==> src/rtl/hbPkg.sv <==
package hbPkg;
  localparam int COEF_FRAC = 16;

  typedef struct packed {
    logic shiftEn;
    logic computeEn;
  } hbStrobe_t;

  // Q16 coefficient at odd distance k from the centre tap
  function automatic int hbCoef(input int nTaps, input int k);
    int c;
    c = 0;
    if (nTaps == 7) begin
      if (k == 1) c = 18432;
      else if (k == 3) c = -2048;
    end else if (nTaps == 11) begin
      if (k == 1) c = 19200;
      else if (k == 3) c = -3200;
      else if (k == 5) c = 384;
    end
    return c;
  endfunction
endpackage

==> src/rtl/hbCtrl.sv <==
module hbCtrl (
  input  logic              clk,
  input  logic              rst,
  input  logic              inValid,
  output hbPkg::hbStrobe_t  strobe,
  output logic              outValid
);
  logic phase;

  always_comb begin
    strobe.shiftEn   = inValid;
    strobe.computeEn = inValid & phase;
  end

  always_ff @(posedge clk) begin
    if (rst) begin
      phase    <= 1'b0;
      outValid <= 1'b0;
    end else begin
      if (inValid) phase <= ~phase;
      outValid <= inValid & phase;
    end
  end
endmodule

==> src/rtl/hbData.sv <==
module hbData #(
  parameter int DATA_W = 16,
  parameter int N_TAPS = 7
) (
  input  logic                     clk,
  input  logic                     rst,
  input  hbPkg::hbStrobe_t         strobe,
  input  logic signed [DATA_W-1:0] xIn,
  output logic signed [DATA_W-1:0] yOut
);
  localparam int CTR   = (N_TAPS - 1) / 2;
  localparam int SUM_W = DATA_W + 1;
  localparam int ACC_W = DATA_W + hbPkg::COEF_FRAC + 4;
  localparam logic signed [ACC_W-1:0] HALF_LSB = ACC_W'(1) <<< (hbPkg::COEF_FRAC - 1);
  localparam logic signed [ACC_W-1:0] SAT_HI   = ACC_W'((1 <<< (DATA_W - 1)) - 1);
  localparam logic signed [ACC_W-1:0] SAT_LO   = -(ACC_W'(1) <<< (DATA_W - 1));

  logic signed [DATA_W-1:0] dly [N_TAPS-1];
  logic signed [DATA_W-1:0] win [N_TAPS];
  logic signed [SUM_W-1:0]  preSum;
  logic signed [ACC_W-1:0]  acc;
  logic signed [ACC_W-1:0]  scaled;
  logic signed [DATA_W-1:0] satVal;

  always_ff @(posedge clk) begin
    if (rst) begin
      for (int i = 0; i < N_TAPS - 1; i++) dly[i] <= '0;
    end else if (strobe.shiftEn) begin
      dly[0] <= xIn;
      for (int i = 1; i < N_TAPS - 1; i++) dly[i] <= dly[i-1];
    end
  end

  always_comb begin
    win[0] = xIn;
    for (int i = 1; i < N_TAPS; i++) win[i] = dly[i-1];
  end

  // centre tap as shift, symmetric pairs pre-added, zero taps skipped
  always_comb begin
    preSum = '0;
    acc = ACC_W'(win[CTR]) <<< (hbPkg::COEF_FRAC - 1);
    for (int k = 1; k <= CTR; k += 2) begin
      preSum = SUM_W'(win[CTR-k]) + SUM_W'(win[CTR+k]);
      acc = acc + ACC_W'(preSum) * ACC_W'(hbPkg::hbCoef(N_TAPS, k));
    end
    scaled = (acc + HALF_LSB) >>> hbPkg::COEF_FRAC;
    if (scaled > SAT_HI)      satVal = SAT_HI[DATA_W-1:0];
    else if (scaled < SAT_LO) satVal = SAT_LO[DATA_W-1:0];
    else                      satVal = scaled[DATA_W-1:0];
  end

  always_ff @(posedge clk) begin
    if (rst) yOut <= '0;
    else if (strobe.computeEn) yOut <= satVal;
  end
endmodule

==> src/rtl/hbStage.sv <==
module hbStage #(
  parameter int DATA_W = 16,
  parameter int N_TAPS = 7
) (
  input  logic                     clk,
  input  logic                     rst,
  input  logic                     inValid,
  input  logic signed [DATA_W-1:0] inData,
  output logic                     outValid,
  output logic signed [DATA_W-1:0] outData
);
  hbPkg::hbStrobe_t strobe;

  hbCtrl u_ctrl (
    .clk(clk), .rst(rst), .inValid(inValid),
    .strobe(strobe), .outValid(outValid)
  );

  hbData #(.DATA_W(DATA_W), .N_TAPS(N_TAPS)) u_data (
    .clk(clk), .rst(rst), .strobe(strobe),
    .xIn(inData), .yOut(outData)
  );
endmodule

==> src/rtl/hbDecimChain.sv <==
module hbDecimChain #(
  parameter int DATA_W    = 16,
  parameter int N_STAGES  = 5,
  parameter int BASE_TAPS = 7,
  parameter int LAST_TAPS = 11
) (
  input  logic              clk,
  input  logic              rst,
  input  logic              inValid,
  input  logic [DATA_W-1:0] inData,
  output logic              outValid,
  output logic [DATA_W-1:0] outData
);
  logic [N_STAGES:0]        stgValid;
  logic signed [DATA_W-1:0] stgData [N_STAGES+1];

  assign stgValid[0] = inValid;
  assign stgData[0]  = inData;

  for (genvar s = 0; s < N_STAGES; s++) begin : g_stage
    localparam int TAPS = (s == N_STAGES - 1) ? LAST_TAPS : BASE_TAPS;
    hbStage #(.DATA_W(DATA_W), .N_TAPS(TAPS)) u_stage (
      .clk(clk), .rst(rst),
      .inValid(stgValid[s]), .inData(stgData[s]),
      .outValid(stgValid[s+1]), .outData(stgData[s+1])
    );
  end

  assign outValid = stgValid[N_STAGES];
  assign outData  = stgData[N_STAGES];
endmodule

==> config.mk <==
export PLATFORM = sky130hd
export DESIGN_NAME = hbDecimChain
export DESIGN_NICKNAME = d
export VERILOG_FILES = /design/src/rtl/hbPkg.sv /design/src/rtl/hbCtrl.sv /design/src/rtl/hbData.sv /design/src/rtl/hbStage.sv /design/src/rtl/hbDecimChain.sv
export SDC_FILE = /design/constraint.sdc
export NUM_CORES = 2
export LEC_CHECK = 0
export BUFFER_PORTS_ARGS = -buffer_cell sky130_fd_sc_hd__buf_2
export CAP_MARGIN = 5
export CORE_UTILIZATION = 35
export CTS_CLUSTER_DIAMETER = 40
export DETAILED_ROUTE_END_ITERATION = 8
export SLEW_MARGIN = 30
export SYNTH_ARGS = -nofsm -noshare
export SYNTH_HDL_FRONTEND = slang
export SYNTH_SLANG_ARGS = --single-unit
==> constraint.sdc <==
create_clock -name clk -period 10.4 [get_ports clk]
set_input_delay 1.04 -clock clk [delete_from_list [all_inputs] [get_ports clk]]
set_output_delay 1.04 -clock clk [all_outputs]
set_load 0.02 [all_outputs]
* Yosys cells after proc, flatten, opt, wreduce, memory -nomap -nowiden
Memory sizes are Yosys's and may differ from the RTL's.
Index checks and enable logic that the tools add are counted.
** Cells by class
- $add $sub $neg :: 31
- Multiply operators :: 7
- Order comparisons :: 10
- Mux-type cells :: 61
- Bitwise operators :: 44
** Operators with widths (number)
- two-way mux 16 bit :: 44
- adder 16 x 16 -> 17 bit :: 11
- adder 36 x 17 -> 36 bit (second input constant) :: 5
- adder 31 x 33 -> 34 bit :: 5
- adder 34 x 36 -> 36 bit :: 4
- > comparator 20 x 16 -> 1 bit (second input constant) :: 5
- < comparator 20 x 16 -> 1 bit (second input constant) :: 5
- negator 17 -> 25 bit :: 4
- multiplier 17 x 5 -> 22 bit (second input constant) :: 4
- adder 35 x 27 -> 36 bit :: 1
- adder 34 x 30 -> 35 bit :: 1
- bitwise OR 1 bit :: 34
- multiplier 17 x 8 -> 25 bit (second input constant) :: 1
- multiplier 17 x 6 -> 23 bit (second input constant) :: 1
- multiplier 17 x 3 -> 20 bit (second input constant) :: 1
- two-way mux 1 bit :: 17
- AND 1 bit :: 5
- NOT 1 bit :: 5
** Word-level totals
- Flip-flop bits (word level) :: 90
- Bits in writable memories :: 544
- Input port bits :: 19
- Output and inout bits :: 17
- Logic and storage cells :: 173
- Memories kept :: 5
** Memories
- g_stage[4].u_stage.u_data.dly :: depth 10, bits a word 16, read ports 10, clocked after memory_dff 0, wr ports 10, RTL line hbData.sv:18 : logic signed [DATA_W-1:0] dly [N_TAPS-1];
- g_stage[0].u_stage.u_data.dly :: depth 6, bits a word 16, read ports 6, clocked after memory_dff 0, wr ports 6, RTL line hbData.sv:18
- g_stage[1].u_stage.u_data.dly :: depth 6, bits a word 16, read ports 6, clocked after memory_dff 0, wr ports 6, RTL line hbData.sv:18
- g_stage[2].u_stage.u_data.dly :: depth 6, bits a word 16, read ports 6, clocked after memory_dff 0, wr ports 6, RTL line hbData.sv:18
- g_stage[3].u_stage.u_data.dly :: depth 6, bits a word 16, read ports 6, clocked after memory_dff 0, wr ports 6, RTL line hbData.sv:18

* Longest topological paths before layout
An unclocked memory read counts as a cell.
- Word-level depth :: 10
- Gate-level depth with buffers :: 41
- Gate-level depth less buffers :: 40

* By module
From an unflattened synthesis, not the netlist that was laid out.
** Unflattened totals
- Cell total of the unflattened synthesis :: 4852
- Area, all modules :: 51095.3 µm²
** Modules (own cells, without submodules)
- hbData (g_stage[1].u_stage.u_data ...) :: instances 2, cells each 804, area each 8494.4 µm², sequential area each 3203.1 µm²
- hbData (g_stage[4].u_stage.u_data) :: instances 1, cells each 1575, area each 16533.4 µm², sequential area each 5124.9 µm²
- hbData (g_stage[0].u_stage.u_data) :: instances 1, cells each 831, area each 8630.8 µm², sequential area each 3203.1 µm²
- hbData (g_stage[3].u_stage.u_data) :: instances 1, cells each 803, area each 8529.4 µm², sequential area each 3203.1 µm²
- hbCtrl :: instances 5, cells each 7, area each 82.6 µm², sequential area each 40.0 µm²

* Worst setup path before layout
Ideal clock, no wire load.
- Path type :: register to register
- Start :: mem g_stage[4].u_stage.u_data.dly[3][0], in the netlist g_stage[4].u_stage.u_data.dly[0][48]
- End :: reg g_stage[4].u_stage.u_data.yOut[10]
- Library setup time :: 130 ps
- Arrival time :: 9274 ps
- Required time :: 10270 ps
- Path slack :: 996 ps
- Stages on the path, launching flop included :: 40
- Path buffers :: 1
- Period minus slack after synthesis :: 9404 ps
- Path through :: edfxtp_1 -> ha_1 -> inv_1 -> fa_1 -> nor2b_1 -> o21ai_0 -> a21boi_0 -> o21ai_0 -> a21boi_0 -> o21ai_0 -> a21oi_1 -> o41a_1 -> a41oi_1 -> a31oi_1 -> inv_1 -> ha_1 -> fa_1 -> fa_1 -> [4 not listed] -> a41o_1 -> or4_1 -> o2111ai_1 -> fa_1 -> inv_1 -> fa_1 -> inv_1 -> ha_1 -> ha_1 -> nand3_1 -> a211oi_1 -> nor2_1 -> a211oi_1 -> o41ai_1 -> mux2i_1 -> o21ai_1 -> clkbuf_1 -> o22ai_1
** RTL lines
- start, declared :: RTL line hbData.sv:18
- end signal, assigned :: RTL line hbData.sv:55 : else if (strobe.computeEn) yOut <= satVal;
- end, declared :: RTL line hbData.sv:9 : output logic signed [DATA_W-1:0] yOut

==> qor.yml <==
clock_tree:
  cts_buffer_depth: 3
  insertion_delay_ns: 0.73
  cts-root-buf: "clkbuf_16"
  cts.clk_slew.worst_paths_ns: 0.05
  h-tree-depth: 3
  cts_tree: "done"
  cts_made_buffers: 102
  postCtsHoldBufs: 0
  cts.sinks: 634
floorplan:
  start_util_pct: 35.4
  fp.dieW_um: 381
  io_pins: 36
  fp.coreArea_mm2: 0.142
  fp-row-count: 138
  die-area_mm2: 0.145
  fp.dieH_um: 381
hold_path:
  holdCritPathClass: "reg -> reg"
  min_path_cells: 2
  holdPathEnd: "g_stage[4].u_stage.u_data.yOut[15]$_SDFFE_PP0P_"
  hold_start: "g_stage[4].u_stage.u_data.yOut[15]$_SDFFE_PP0P_"
critical_path:
  r2r_slack_ns: 0.53
  cp.required_ns: 11.00
  r2r-start: "g_stage[4].u_stage.u_data.dly[0][80]$_SDFFCE_PN0P_"
  crit_fanout: 15
  critPathBufInv: 4
  critPathMaxStageDelay_ns: 0.52
  worst_ep_arrival_time_ns: 10.48
  r2r_cells: 38
  critPathCaptureType: "register"
  cp_top_family: "compound AO/OA/AOI/OAI gates"
  crit_slowest_cell: "fa_1"
  worst_setup_path_start_kind: "register"
  rr_endpoint: "g_stage[4].u_stage.u_data.yOut[0]$_SDFFE_PP0P_"
  crit_type: "reg -> reg"
global_route:
  grt_use_total_pct: 14.4
  grt-ovfl-total: 0
  first_global_vias: 33300
  grt_max_degree: 98
  grt_pass1_wl_um: 171000
  antenna_found_initial: 1
placement:
  portBuffers: 35
  place_congestion: 0.828
  dp_hpwl_um: 79200
  placed_cells: 6590
  place_area_mm2: 0.0525
timing:
  finalCritPeriodShare_pct: 94.9
  slew_headroom_pct: 38.5
  setup_violations: 0
  fmax_ghz: 0.101
  whs_ns: 0.490
  slew_viol_final: 0
  period_needed_ns: 9.87
  finClkSkew_ns: 0.0372
  finalHoldViolCount: 0
  worstMarginPinSlew_ns: 0.923
  fin_tns_setup_ns: 0
layout:
  drive_above_1_share_pct: 6.88
  fin_area_mm2: 0.0563
  final_cell_mix: "752 x ha_1, 562 x and2_1, 544 x edfxtp_1"
  fillers: 13800
  fin_cells: 6788
  layout.nets: 5779
  multi_input_area_mm2: 0.0301
  final_common_cell: "ha_1"
  areaGrowthSynthToFinish_pct: 12.0
  regArea_mm2: 0.0181
drt:
  routed_via_density: 4.91
  drt_iter0_drc: 1754
  firstDrtPassIters: 5
  num_vias: 33300
  routedWlPerCell_um: 15.3
  drt-total-wl_um: 104000
  drc: 0
  postRouteAntennaNets: 0
logic_synthesis:
  yosys_register_bits: 634
  synth_area_mm2: 0.0502
  synth-edff-count: 544
  synth_nets: 5716
  ys_types: 98
  syn_avg_cell_area_um2: 10.6
  synthArstFlopShare_pct: 0
  synth-main-ff-cell: "edfxtp_1"
  seq_area_frac_synth_pct: 36.1
  ys_warn_count: 0
  syn_inst: 4744
flow_run:
  cap_violations: 0
outcome:
  outcome: "finished clean"
==> tightest hold or removal path, delay by kind of cell, from the launching register on <==
| kind | cells | cell delay [ns] |
|---|---|---|
| flip-flops | 1 | 0.32 |
| AO/OA/AOI/OAI | 1 | 0.05 |
| AND/OR/NAND/NOR | 1 | 0.06 |
==> layout make-up <==
cell class	count	share of cell area, %
well taps	1890	4.20
diodes	2	0.00889
inverters	454	3.03
clock buffers	110	4.70
repair buffers	57	0.634
flip-flops and latches	634	32.2
clock inverters	83	1.74
multi-input cells	3558	53.5
==> flip-flops by register name (all words and copies together) (netlist names) <==
register,count
g_stage.u_stage.u_data.dly,544
g_stage.u_stage.u_ctrl.phase,5
g_stage.u_stage.u_data.yOut,80
g_stage.u_stage.u_ctrl.outValid,5
==> cells by family after synthesis <==
kind of cell               Yosys count  synth area share [%]
AOI/OAI and AO/OA                  967                  12.6
xor gates and xnor gates           330                  5.83
adders and majority gates          953                  26.7
buffers and inverters              552                  4.26
DFF                                634                  36.1
muxes                                8                 0.167
and+or+nand+nor                   1300                  14.3
==> worst max-delay path by stage <==
stage / from / end / cells after the start
after floorplan: g_stage[4].u_stage.u_data.dly[0][48]$_SDFFCE_PN0P_ / g_stage[4].u_stage.u_data.yOut[10]$_SDFFE_PP0P_ / 39
after detailed placement: g_stage[4].u_stage.u_data.dly[0][17]$_SDFFCE_PN0P_ / g_stage[4].u_stage.u_data.yOut[1]$_SDFFE_PP0P_ / 37
after global placement: g_stage[4].u_stage.u_data.dly[0][16]$_SDFFCE_PN0P_ / g_stage[4].u_stage.u_data.yOut[6]$_SDFFE_PP0P_ / 39
after CTS: g_stage[4].u_stage.u_data.dly[0][17]$_SDFFCE_PN0P_ / g_stage[4].u_stage.u_data.yOut[1]$_SDFFE_PP0P_ / 37
after global routing: g_stage[4].u_stage.u_data.dly[0][49]$_SDFFCE_PN0P_ / g_stage[4].u_stage.u_data.yOut[0]$_SDFFE_PP0P_ / 37
final: g_stage[4].u_stage.u_data.dly[0][80]$_SDFFCE_PN0P_ / g_stage[4].u_stage.u_data.yOut[0]$_SDFFE_PP0P_ / 38
==> synthesized netlist by cell type (14+ instances only) <==
| master | count | share of area (%) |
|---|---|---|
| a31oi_1 | 17 | 0.21 |
| nor3_1 | 56 | 0.56 |
| nand2_1 | 168 | 1.3 |
| o211ai_1 | 16 | 0.24 |
| xor2_1 | 88 | 1.5 |
| clkbuf_1 | 83 | 0.62 |
| a21oi_1 | 310 | 3.1 |
| o31ai_1 | 29 | 0.43 |
| a211oi_1 | 21 | 0.31 |
| o22ai_1 | 54 | 0.67 |
| a21boi_0 | 28 | 0.42 |
| o21ai_0 | 155 | 1.5 |
| nand3_1 | 61 | 0.61 |
| o21a_1 | 44 | 0.66 |
| edfxtp_1 | 544 | 33 |
| xnor2_1 | 239 | 4.2 |
| and3_1 | 20 | 0.25 |
| inv_1 | 454 | 3.4 |
| nor2_1 | 199 | 1.5 |
| dfxtp_1 | 90 | 3.6 |
| o21bai_1 | 42 | 0.63 |
| a21o_1 | 92 | 1.4 |
| and2_1 | 562 | 7.0 |
| fa_1 | 201 | 8.0 |
| or2_2 | 22 | 0.27 |
| or3_1 | 31 | 0.39 |
| nand2b_1 | 67 | 0.83 |
| ha_1 | 752 | 19 |
| nand4_1 | 18 | 0.22 |
| a41oi_1 | 14 | 0.24 |
| nor2b_1 | 53 | 0.66 |
==> metal layers <==
metal	routed length [um]	global-route usage, %	vias up
met5	0	0	-
met3	3570	2.22	125
met4	1960	3.28	0
met2	45100	22.2	405
met1	53000	21.0	15800
li1	-	-	17000
==> metrics by stage <==
| step | utilization (%) | worst slack (ns) |
|---|---|---|
| after detailed placement | 37.0 | 0.279 |
| final | 39.7 | 0.526 |
| after global placement | 37.0 | 0.119 |
| after global routing | 39.6 | -0.0140 |
| after floorplan | - | 0.996 |
| after CTS | 39.6 | 0.228 |
==> timing repair <==
action	CTS	global route
gates resized for setup	0	10
endpoints found under the hold margin	0	0
endpoints found under the setup margin	0	15
setup buffers	0	3
Power is not shown: default switching activity piles up to over one toggle a cycle in this logic, so the estimate is an artifact.
